[src/rtl/dql_pkg.sv]
package dql_pkg;
  typedef enum logic [1:0] {
    ST_IDLE = 2'd0,
    ST_LINK = 2'd1,
    ST_WB   = 2'd2
  } dql_state_e;
endpackage

[src/rtl/dql_ctrl.sv]
module dql_ctrl
  import dql_pkg::*;
(
  input  logic clk,
  input  logic rst_n,
  input  logic cmp_valid,
  input  logic wb_cmd,
  input  logic mem_ack,
  output logic cmp_ready,
  output logic mem_req,
  output logic sel_wb,
  output logic take_cmp,
  output logic link_done,
  output logic wb_done
);
  dql_state_e state_q, state_d;
  logic       pend_q, pend_d;
  logic       idle, start_wb, fire;

  assign idle      = (state_q == ST_IDLE);
  assign start_wb  = idle && pend_q;
  assign cmp_ready = idle && !pend_q;
  assign take_cmp  = cmp_ready && cmp_valid;
  assign mem_req   = !idle;
  assign sel_wb    = (state_q == ST_WB);
  assign fire      = mem_req && mem_ack;
  assign link_done = fire && (state_q == ST_LINK);
  assign wb_done   = fire && (state_q == ST_WB);

  always_comb begin
    state_d = state_q;
    unique case (state_q)
      ST_IDLE: begin
        if (start_wb)      state_d = ST_WB;
        else if (take_cmp) state_d = ST_LINK;
      end
      ST_LINK: if (mem_ack) state_d = ST_IDLE;
      ST_WB:   if (mem_ack) state_d = ST_IDLE;
      default: state_d = ST_IDLE;
    endcase
  end

  // a fresh command always wins over consumption of the pending one
  assign pend_d = (pend_q && !start_wb) || wb_cmd;

  always_ff @(posedge clk or negedge rst_n) begin
    if (!rst_n) begin
      state_q <= ST_IDLE;
      pend_q  <= 1'b0;
    end else begin
      state_q <= state_d;
      pend_q  <= pend_d;
    end
  end
endmodule

[src/rtl/dql_head_reg.sv]
module dql_head_reg #(
  parameter int ADDR_W     = 32,
  parameter int ALIGN_BITS = 4
) (
  input  logic              clk,
  input  logic              rst_n,
  input  logic              take_cmp,
  input  logic [ADDR_W-1:0] cmp_addr,
  input  logic              link_done,
  input  logic              wb_done,
  output logic [ADDR_W-1:0] head,
  output logic [ADDR_W-1:0] cap_addr
);
  localparam logic [ADDR_W-1:0] LOW_MASK = ADDR_W'((64'd1 << ALIGN_BITS) - 64'd1);

  logic [ADDR_W-1:0] head_q, cap_q;

  always_ff @(posedge clk or negedge rst_n) begin
    if (!rst_n) begin
      head_q <= '0;
      cap_q  <= '0;
    end else begin
      if (take_cmp)       cap_q  <= cmp_addr & ~LOW_MASK;
      if (link_done)      head_q <= cap_q;
      else if (wb_done)   head_q <= '0;
    end
  end

  assign head     = head_q;
  assign cap_addr = cap_q;
endmodule

[src/rtl/dql_irq_flag.sv]
module dql_irq_flag (
  input  logic clk,
  input  logic rst_n,
  input  logic set,
  input  logic clr,
  output logic flag
);
  logic flag_q;

  always_ff @(posedge clk or negedge rst_n) begin
    if (!rst_n)   flag_q <= 1'b0;
    else if (set) flag_q <= 1'b1;
    else if (clr) flag_q <= 1'b0;
  end

  assign flag = flag_q;
endmodule

[src/rtl/done_queue_linker.sv]
module done_queue_linker #(
  parameter int                   ADDR_W     = 32,
  parameter int                   ALIGN_BITS = 4,
  parameter int                   NEXT_OFS   = 8,
  parameter logic [ADDR_W-1:0]    WB_ADDR    = 32'h0000_0F84
) (
  input  logic              clk,
  input  logic              rst_n,
  input  logic              cmp_valid,
  output logic              cmp_ready,
  input  logic [ADDR_W-1:0] cmp_addr,
  input  logic              wb_cmd,
  output logic              mem_req,
  input  logic              mem_ack,
  output logic [ADDR_W-1:0] mem_addr,
  output logic [ADDR_W-1:0] mem_wdata,
  output logic [ADDR_W-1:0] head,
  output logic              irq_wb_done,
  input  logic              irq_clr
);
  localparam logic [ADDR_W-1:0] OFS_V = ADDR_W'(NEXT_OFS);

  logic              sel_wb, take_cmp, link_done, wb_done;
  logic [ADDR_W-1:0] cap_addr;

  dql_ctrl u_ctrl (
    .clk       (clk),
    .rst_n     (rst_n),
    .cmp_valid (cmp_valid),
    .wb_cmd    (wb_cmd),
    .mem_ack   (mem_ack),
    .cmp_ready (cmp_ready),
    .mem_req   (mem_req),
    .sel_wb    (sel_wb),
    .take_cmp  (take_cmp),
    .link_done (link_done),
    .wb_done   (wb_done)
  );

  dql_head_reg #(
    .ADDR_W     (ADDR_W),
    .ALIGN_BITS (ALIGN_BITS)
  ) u_head (
    .clk       (clk),
    .rst_n     (rst_n),
    .take_cmp  (take_cmp),
    .cmp_addr  (cmp_addr),
    .link_done (link_done),
    .wb_done   (wb_done),
    .head      (head),
    .cap_addr  (cap_addr)
  );

  dql_irq_flag u_irq (
    .clk   (clk),
    .rst_n (rst_n),
    .set   (wb_done),
    .clr   (irq_clr),
    .flag  (irq_wb_done)
  );

  assign mem_addr  = sel_wb ? WB_ADDR : (cap_addr + OFS_V);
  assign mem_wdata = head;
endmodule

[config.mk]
export PLATFORM = sky130hd
export DESIGN_NAME = done_queue_linker
export DESIGN_NICKNAME = d
export VERILOG_FILES = /design/src/rtl/dql_pkg.sv /design/src/rtl/dql_ctrl.sv /design/src/rtl/dql_head_reg.sv /design/src/rtl/dql_irq_flag.sv /design/src/rtl/done_queue_linker.sv
export SDC_FILE = /design/constraint.sdc
export NUM_CORES = 1
export LEC_CHECK = 0
export BUFFER_PORTS_ARGS = -buffer_cell sky130_fd_sc_hd__buf_2
export CAP_MARGIN = 20
export CORE_MARGIN = 10
export CORE_UTILIZATION = 40
export DETAILED_ROUTE_END_ITERATION = 10
export PLACE_DENSITY_LB_ADDON = 0.05
export SLEW_MARGIN = 20
export SYNTH_ARGS = -nofsm -noshare
export SYNTH_HDL_FRONTEND = slang
export SYNTH_SLANG_ARGS = --single-unit
export TNS_END_PERCENT = 1
[constraint.sdc]
create_clock -name clk -period 3.07 [get_ports clk]
set_input_delay 0.1535 -clock clk [delete_from_list [all_inputs] [get_ports clk]]
set_output_delay 0.1535 -clock clk [all_outputs]
set_load 0.01 [all_outputs]
Word level (Yosys, flattened, before mapping) --
Cells that the tools add are included. W data, S select, Z words.
Word-level totals: register bits 64, output and inout bits 99, word-level logic and storage cells 35
Cells by class: add/subtract/negate cells 1, equal/unequal tests 4, muxes and demuxes 9, reduce and logical (&&, ||, !) cells 16
Operators by type and width (count):
- $mux W32 | 3
- $add A32 B4 Y32 const B | 1
- $logic_and A1 B1 Y1 | 7
- $mux W2 | 3
- $pmux W2 S2 | 1
- $reduce_bool A2 Y1 | 2
- $logic_not A1 Y1 | 3
- $ne A3 B3 Y1 const B | 1
- $eq A2 B1 Y1 const B | 1
- $eq A2 B2 Y1 const B | 1
- $logic_not A2 Y1 | 1
- $mux W1 | 2
- $ne A2 B1 Y1 const B | 1
- $reduce_and A2 Y1 | 1
- $reduce_or A2 Y1 | 1
- $logic_or A1 B1 Y1 | 1

Depth between registers and ports, before layout --
Gate-level depths: netlist (run 1).
word-level depth 6, gate-level depth with buffers 7, depth with buffers taken out 5

By module --
A second synthesis (run 1) with hierarchy kept.
Second synthesis, totals: cells, all modules 308, area total of the unflattened synthesis 3432.0 µm²
By module, submodules not included:
- dql_head_reg | times used 1, cells an instance 130, area each 2215.9 µm²
- done_queue_linker | times used 1, cells an instance 155, area each 978.4 µm²
- dql_ctrl | times used 1, cells an instance 20, area each 201.4 µm²
- dql_irq_flag | times used 1, cells an instance 3, area each 36.3 µm²

Worst setup path before layout (run 1) --
No wires, ideal clock.
kind flip-flop to flip-flop, start point register u_ctrl.state_q[0], end point register u_head.cap_q[15] (netlist: u_head.cap_addr[15]), arrival 1.417 ns, slack 1.528 ns, stages on the path, launching flop included 7, clock period less this slack 1.542 ns, path through dfrtp_1 > inv_1 > ha_1 > and2b_4 > nand2_4 > buf_6 > mux2_4
On the way: cells in the longest elaborated chain, start to end 3
Ends and longest elaborated chain:
- start, declared | RTL line dql_ctrl.sv:16 | dql_state_e state_q, state_d;
- start signal, assigned | RTL line dql_ctrl.sv:51 | state_q <= state_d;
- $logic_not A2 Y1 | RTL line dql_ctrl.sv:20 | assign idle = (state_q == ST_IDLE);
- $logic_and A1 B1 Y1 | RTL line dql_ctrl.sv:22 | assign cmp_ready = idle && !pend_q;
- named net cmp_ready | RTL line done_queue_linker.sv:10 | output logic cmp_ready,
- $logic_and A1 B1 Y1 | RTL line dql_ctrl.sv:23 | assign take_cmp = cmp_ready && cmp_valid;
- end signal, assigned | RTL line dql_head_reg.sv:23 | if (take_cmp) cap_q <= cmp_addr & ~LOW_MASK;
- end, declared | RTL line dql_head_reg.sv:16 | logic [ADDR_W-1:0] head_q, cap_q;
The timed path passes the listed nets, and every way through them passes these cells. A chain may end at the register's enable or synchronous reset.

Final worst setup path (run 1) --
start point register u_ctrl.state_q[0], end point output port mem_addr[7]
On the way: cells in the longest elaborated chain, start to end 2
Ends and longest elaborated chain:
- $eq A2 B2 Y1 | RTL line dql_ctrl.sv:25 | assign sel_wb = (state_q == ST_WB);
- $mux W32 | RTL line done_queue_linker.sv:62 | assign mem_addr = sel_wb ? WB_ADDR : (cap_addr + OFS_V);
- end, declared | RTL line done_queue_linker.sv:15 | output logic [ADDR_W-1:0] mem_addr,
Every way passes these cells.

==> results of run 1 <==
how the worst max path moves through the flow:
stage | to | slack, ns | cells after the start
3_3_place_gp | u_head.head[5] | 1.06 | 6
6_report | mem_addr[7] | 1.01 | 5
5_1_grt | u_head.head[26] | 0.82 | 6
4_1_cts | mem_addr[7] | 0.95 | 5
3_5_place_dp | u_head.head[5] | 1.03 | 6
2_1_floorplan | u_head.cap_addr[15] | 1.53 | 6
per-layer routing:
layer  track usage, %  vias up  share of wire [%]
met3            7.559        6                 10
met2            20.05       90                 45
met1            15.79      900                 44
met5                0        -                  0
li1                 -      887                  -
met4            3.280        0               0.87
layout make-up:
type                       instances  area, µm²
fill                             642       3339
tap                               96      120.1
clock buffer                      12      155.1
multi-input combinational        111      980.9
sequential                        60       1501
timing repair buffer             130      680.7
inverter                           5      18.77
clock inverter                     2      35.03
cell families after synthesis:
group                    share of synthesized area (%)
flip-flops                                       53.07
buffers and inverters                            13.45
AND/OR/NAND/NOR                                  8.094
AO/OA/AOI/OAI                                    10.13
multiplexers                                     13.80
adder cells (fa/ha/maj)                          1.327
other                                           0.1326
registers in the layout, indices dropped and copies added, names as in the netlist:
name,count
u_irq.flag,1
u_ctrl.pend_q,1
u_head.head,28
u_ctrl.state_q,2
u_head.cap_addr,28
per-stage QoR:
step | util [%] | total power (µW) | instance area, µm² | setup WS [ns]
2_1_floorplan | - | 2710 | 2863 | 1.528
3_3_place_gp | 47.86 | 3297 | 3269 | 1.057
3_5_place_dp | 47.86 | 3299 | 3269 | 1.032
4_1_cts | 50.93 | 4015 | 3480 | 0.9517
5_1_grt | 51.12 | 4248 | 3492 | 0.8202
6_report | 51.12 | 3932 | 3492 | 1.013
worst reg2reg max path: cells and delay by family, from the launching register on:
kind | cells | cell delay (ns)
compound gates | 1 | 0.18
fa+ha+maj | 1 | 0.24
buf+inv | 2 | 0.40
flops | 1 | 0.37
simple gates | 2 | 0.73
power by group:
| group | switching, µW | internal [µW] | leakage, µW |
|---|---|---|---|
| Sequential | 261 | 1150 | 0.000761 |
| Combinational | 902 | 931 | 0.00112 |
| Clock | 280 | 409 | 0.0000983 |
cell usage after synthesis:
library cell / n / share of area, %
inv_1: 5 / 0.66
or2_2: 5 / 1.1
nand2_1: 1 / 0.13
mux2_4: 20 / 11
nor2b_1: 25 / 5.5
clkbuf_1: 5 / 0.66
a21oi_1: 1 / 0.18
conb_1: 1 / 0.13
and2b_4: 1 / 0.35
a32o_1: 1 / 0.35
buf_6: 4 / 1.6
nor2_1: 1 / 0.13
ha_1: 3 / 1.3
a21o_1: 1 / 0.27
buf_4: 39 / 10
o21ai_0: 2 / 0.35
o21ai_2: 1 / 0.31
dfrtp_1: 60 / 53
buf_2: 1 / 0.18
mux2_2: 8 / 3.2
nand2b_1: 1 / 0.22
a22o_1: 28 / 8.7
and2_1: 1 / 0.22
nand2_4: 1 / 0.40
==> reports/metrics.csv, run 1 <==
stage,metric,value,unit
outcome,status,completed,
clock_network,numCtsBuffers,9,
floorplan,core_area,6832,µm²
routing,first_iter_violations,31,
timing,finalHoldViolCount,0,
yosys,synth-seq-cells,60,
yosys,synthDistinctLibCells,24,
clock_network,cts_htree_levels,3,
cells_and_area,final_common_cell,buf_2,
floorplan,initial_utilization,41.41,%
routing,viasPerCell,4.526,
yosys,syn_area,2829,µm²
timing,rsz0062_at_grt,no,
global_routing,overflow,0,
setup_path,cp-end-kind,primary output,
global_routing,grt_pass1_vias,2158,
placed_design,dp_cells,399,
cells_and_area,drive_above_1_share,55.00,%
yosys,ys_warn_count,0,
timing,finalSetupViolCount,0,
global_routing,grt_max_degree,46,
power_and_ir_drop,p_per_area,1126,nW/µm²
setup_path,crit_chain,inv_1 -> ha_1 -> buf_4 -> or2_2 -> buf_2,
setup_path,ff2ff_setup_slack,1.09,ns
yosys,synth_cells,216,
timing,skew,0.008257,ns
clock_network,cts_root_buffer,clkbuf_8,
setup_path,reg2reg_from,u_ctrl.state_q[0],
setup_path,critical-path-top-delay-family,buffers and inverters,
flow_run,cap_violations,0,
global_routing,gr-usage-all-layers,13.24,%
global_routing,antenna_found_initial,0,
min_path,min_to,u_head.cap_addr[6],
clock_network,postCtsResizedCells,0,
placed_design,portBuffers,122,
setup_path,cp_num_buf_inv,3,
setup_path,r2r-end,u_head.head[20],
timing,relSlewSlack,62.41,%
clock_network,cts_tree,done,
global_routing,grt_first_pass_wirelength,11670,µm
timing,hold_ws,0.05382,ns
clock_network,cts_hold_buf,2,
timing,max_freq,486.1,MHz
timing,tns,0,ns
routing,drc,0,
yosys,ys_seq_area_share,53.07,%
clock_network,clk_latency,0.33,ns
power_and_ir_drop,total_leakage_power,0.001975,µW
cells_and_area,area_delta_synth_final,23.44,%
clock_network,path_clk_slew,0.07,ns
floorplan,die_area,10840,µm²
setup_path,crit_path_start_kind,register,
setup_path,cp.required,2.92,ns
placed_design,gp_congestion,0.7030,
setup_path,worst_path_max_delay_cell,ha_1,
cells_and_area,final_cell_mix,"121 x buf_2, 60 x dfrtp_1, 28 x a22o_1, 25 x nor2b_1, 20 x mux2_4",
cells_and_area,diodes,0,
routing,wl_per_cell,16.76,µm
cells_and_area,finalNonFillerCells,416,
min_path,hold-path-cell-count,2,
placed_design,hpwl,5001,µm
routing,first_pass_iters,4,
routing,drt-total-wl,6973,µm
clock_network,cts_sinks,60,
setup_path,critPathKind,register to primary output,
min_path,hold_class,input port to register,
floorplan,fp-row-count,30,
timing,post-route-min-period,2.057,ns
setup_path,startpoint,u_ctrl.state_q[0],
yosys,avgSynthCellArea,13.10,µm²
setup_path,arrival,1.90,ns
floorplan,die_x,104.1,µm
floorplan,die_height,104.1,µm
power_and_ir_drop,ir_drop,0.0005266,V
clock_network,clock_path_buffers,2,
floorplan,io_pins,137,
cells_and_area,nNetsFinal,358,
timing,slew_violations,0,
setup_path,critPathMaxFanout,22,
setup_path,r2r_cells,6,
clock_network,post_cts_buffers,0,
min_path,min_from,cmp_addr[6],
routing,antenna_left,0,
setup_path,crit_path_max_incr_delay,0.45,ns
timing,worstMarginPinSlew,0.5639,ns
timing,fin_crit_sh,67.01,%
routing,num_vias,1883,
Note: power is estimated with default switching activity, not from simulation.
==> run 2: changes to the inputs <==
- ABC_AREA: default -> 1
- clock period: 3.07 -> 1.9 ns (I/O delays scaled with it)
==> run 2 against run 1 <==
  * Utilization rose by 2.4 points
  * Non-clock buffer count rose by 34
  * Largest power group unchanged
  * Combinational power rose by 88%
  * Largest cell class unchanged
  * Critical endpoint is now mem_addr[11]
  * First-iteration DRC count rose by 110%
==> reports/metrics.csv, run 2 <==
stage,metric,value,unit,change
yosys,synth_top_area_share,48.35,%,was 53.07%
yosys,avgSynthCellArea,8.975,µm²,was 13.10 µm²
flow_run,cap_violations,0,,unchanged
clock_network,cts_htree_levels,3,,unchanged
placed_design,gp_congestion,0.7097,,was 0.7030
power_and_ir_drop,p_per_area,1719,nW/µm²,was 1126 nW/µm²
setup_path,ff2ff_setup_slack,0.33,ns,was 1.09 ns
global_routing,antenna_found_initial,0,,unchanged
timing,tns,0,ns,unchanged
setup_path,critPathKind,register to primary output,,unchanged
floorplan,core_area,7647,µm²,was 6832 µm²
yosys,synth_edf_count,0,,unchanged
min_path,hold_class,input port to register,,unchanged
clock_network,cts_tree,done,,unchanged
timing,skew,0.007859,ns,was 0.008257 ns
clock_network,cts_sinks,60,,unchanged
setup_path,worst_path_max_delay_cell,dfrtp_1,,was ha_1
yosys,synth_cells,346,,was 216
outcome,status,completed,,unchanged
floorplan,fp-row-count,32,,was 30
timing,finalSetupViolCount,0,,unchanged
yosys,synth-seq-cells,60,,unchanged
yosys,synthTopCellsByArea,"dfrtp_1 48%, buf_4 10%, nand2_1 8.8%",,"was dfrtp_1 53%, mux2_4 11%, buf_4 10%"
clock_network,clock_path_buffers,2,,unchanged
setup_path,crit_path_max_incr_delay,0.37,ns,was 0.45 ns
routing,drc,0,,unchanged
cells_and_area,final_cell_mix,"122 x buf_2, 73 x nand2_1, 60 x dfrtp_1, 31 x inv_1, 31 x dlygate4sd3_1",,"was 121 x buf_2, 60 x dfrtp_1, 28 x a22o_1, 25 x nor2b_1, 20 x mux2_4"
routing,first_iter_violations,66,,was 31
setup_path,cp-end-kind,primary output,,unchanged
cells_and_area,fill_cells,745,,was 642
setup_path,cp.required,1.80,ns,was 2.92 ns
floorplan,io_pins,137,,unchanged
yosys,ys_warn_count,0,,unchanged
yosys,syn_area,3105,µm²,was 2829 µm²
routing,antenna_left,0,,unchanged
routing,viasPerCell,4.550,,was 4.526
floorplan,die_height,108.1,µm,was 104.1 µm
power_and_ir_drop,ir_drop,0.0006803,V,was 0.0005266 V
placed_design,portBuffers,122,,unchanged
cells_and_area,area_delta_synth_final,31.87,%,was 23.44%
cells_and_area,drive_above_1_share,38.05,%,was 55.00%
setup_path,crit_chain,inv_1 -> ha_1 -> buf_4 -> or2_2 -> buf_2,,unchanged
timing,rsz0062_at_grt,no,,unchanged
global_routing,overflow,0,,unchanged
timing,post-route-min-period,1.726,ns,
cells_and_area,final_common_cell,buf_2,,unchanged
timing,fin_crit_sh,90.85,%,
yosys,ys_async_sr_fraction,100.0,%,unchanged
yosys,ys.flop_type,dfrtp_1,,unchanged
placed_design,hpwl,5946,µm,was 5001 µm
routing,first_pass_iters,4,,unchanged
cells_and_area,multi_input_area,1056,µm²,was 980.9 µm²
routing,wl_per_cell,15.02,µm,was 16.76 µm
global_routing,grt_max_degree,61,,was 46
routing,drt-total-wl,8639,µm,was 6973 µm
setup_path,critPathMaxFanout,16,,was 22
power_and_ir_drop,total_leakage_power,0.002357,µW,was 0.001975 µW
cells_and_area,diodes,0,,unchanged
floorplan,die_area,11690,µm²,"was 10,840 µm²"
cells_and_area,utilization,53.55,%,was 51.12%
cells_and_area,nNetsFinal,510,,was 358
yosys,synthDistinctLibCells,22,,was 24
floorplan,initial_utilization,40.61,%,was 41.41%
floorplan,die_x,108.1,µm,was 104.1 µm
timing,max_freq,579.3,MHz,
global_routing,gr-usage-all-layers,14.74,%,was 13.24%
global_routing,grt_pass1_vias,2609,,"was 2,158"
clock_network,cts_root_buffer,clkbuf_8,,unchanged
setup_path,arrival,1.63,ns,was 1.90 ns
clock_network,clk_latency,0.33,ns,about the same
yosys,synth_most_common_cell,nand2_1,,was dfrtp_1
yosys,ys_seq_area_share,48.35,%,was 53.07%
clock_network,path_clk_slew,0.07,ns,about the same
routing,num_vias,2616,,"was 1,883"
yosys,ys_top_cells_by_count,"73 x nand2_1, 60 x dfrtp_1, 43 x buf_4, 31 x inv_1, 30 x nand3_1",,"was 60 x dfrtp_1, 39 x buf_4, 28 x a22o_1, 25 x nor2b_1, 20 x mux2_4"
timing,slew_violations,0,,unchanged
cells_and_area,seqCellArea,1501,µm²,unchanged
clock_network,numCtsBuffers,9,,unchanged
setup_path,crit_path_start_kind,register,,unchanged
global_routing,grt_first_pass_wirelength,13710,µm,"was 11,670 µm"
yosys,synth_top_area_cell,dfrtp_1,,unchanged
timing,finalHoldViolCount,0,,unchanged
run 2: per-stage QoR:
step	instances	area [µm²]	worst slack (ns)	hold WS, ns	total power (µW)
after floorplan	355	3139	0.6039	-0.2006	4733
after global placement	529	3561	0.3656	0.1336	5771
after detailed placement	529	3561	0.3366	0.1283	5802
after CTS	575	4095	0.1479	0.1144	7166
after global routing	575	4095	0.09774	0.1234	7606
final	575	4095	0.1738	0.1313	7038
run 2: where the power goes:
group,switching [µW],internal (µW)
combinational,2030,1410
sequential,413,1900
clock,488,800
run 2: final timing paths:
| path | from | end | depth (start not counted) |
|---|---|---|---|
| worst max-delay path | u_ctrl.state_q[0] | mem_addr[11] | 5 |
| worst min-delay path | mem_ack | u_head.head[22] | 3 |
| worst max register to register | u_ctrl.state_q[0] | u_head.head[7] | 7 |
| worst min register to register | u_ctrl.pend_q | u_ctrl.state_q[1] | 2 |
| max in group asynchronous | rst_n | u_head.cap_addr[5] | 3 |
| min in group asynchronous | rst_n | u_head.head[16] | 3 |
run 2: layer usage:
metal | wire [µm] | vias up | GRT usage [%]
li1 | - | 1318 | -
met1 | 3731 | 1209 | 17.77
met2 | 4055 | 84 | 23.75
met3 | 774 | 5 | 6.068
met4 | 78 | 0 | 4.008
met5 | 0 | - | 0
run 2: logic make-up (layout without fill, tap and decap cells):
family,count (synthesis),in the layout,synth area share (%)
AOI/OAI and AO/OA,25,25,6.648
adders and majority gates,3,3,1.209
buffers and inverters,93,211,18.73
DFF,60,60,48.35
other,1,10,0.1208
and+or+nand+nor,164,164,24.94
run 2: cell type report:
| type | instances | area share, % |
|---|---|---|
| Inverter | 32 | 2.933 |
| Sequential cell | 60 | 36.66 |
| Clock buffer | 11 | 3.697 |
| Timing Repair Buffer | 164 | 26.03 |
| Multi-Input combinational cell | 202 | 25.79 |
| Clock inverter | 4 | 1.772 |
| Tap cell | 102 | 3.116 |
run 2: timing repair:
item	4_1_cts	5_1_grt
hold buffers	31	0
buffers inserted	0	0
resized for setup	0	0
endpoints found under the hold margin	90	0
run 2: critical path: cells and delay by family, from the launching register on:
kind          cells  cell delay (ns)
flops             1             0.37
fa+ha+maj         1             0.23
simple gates      1             0.28
buf+inv           3             0.41
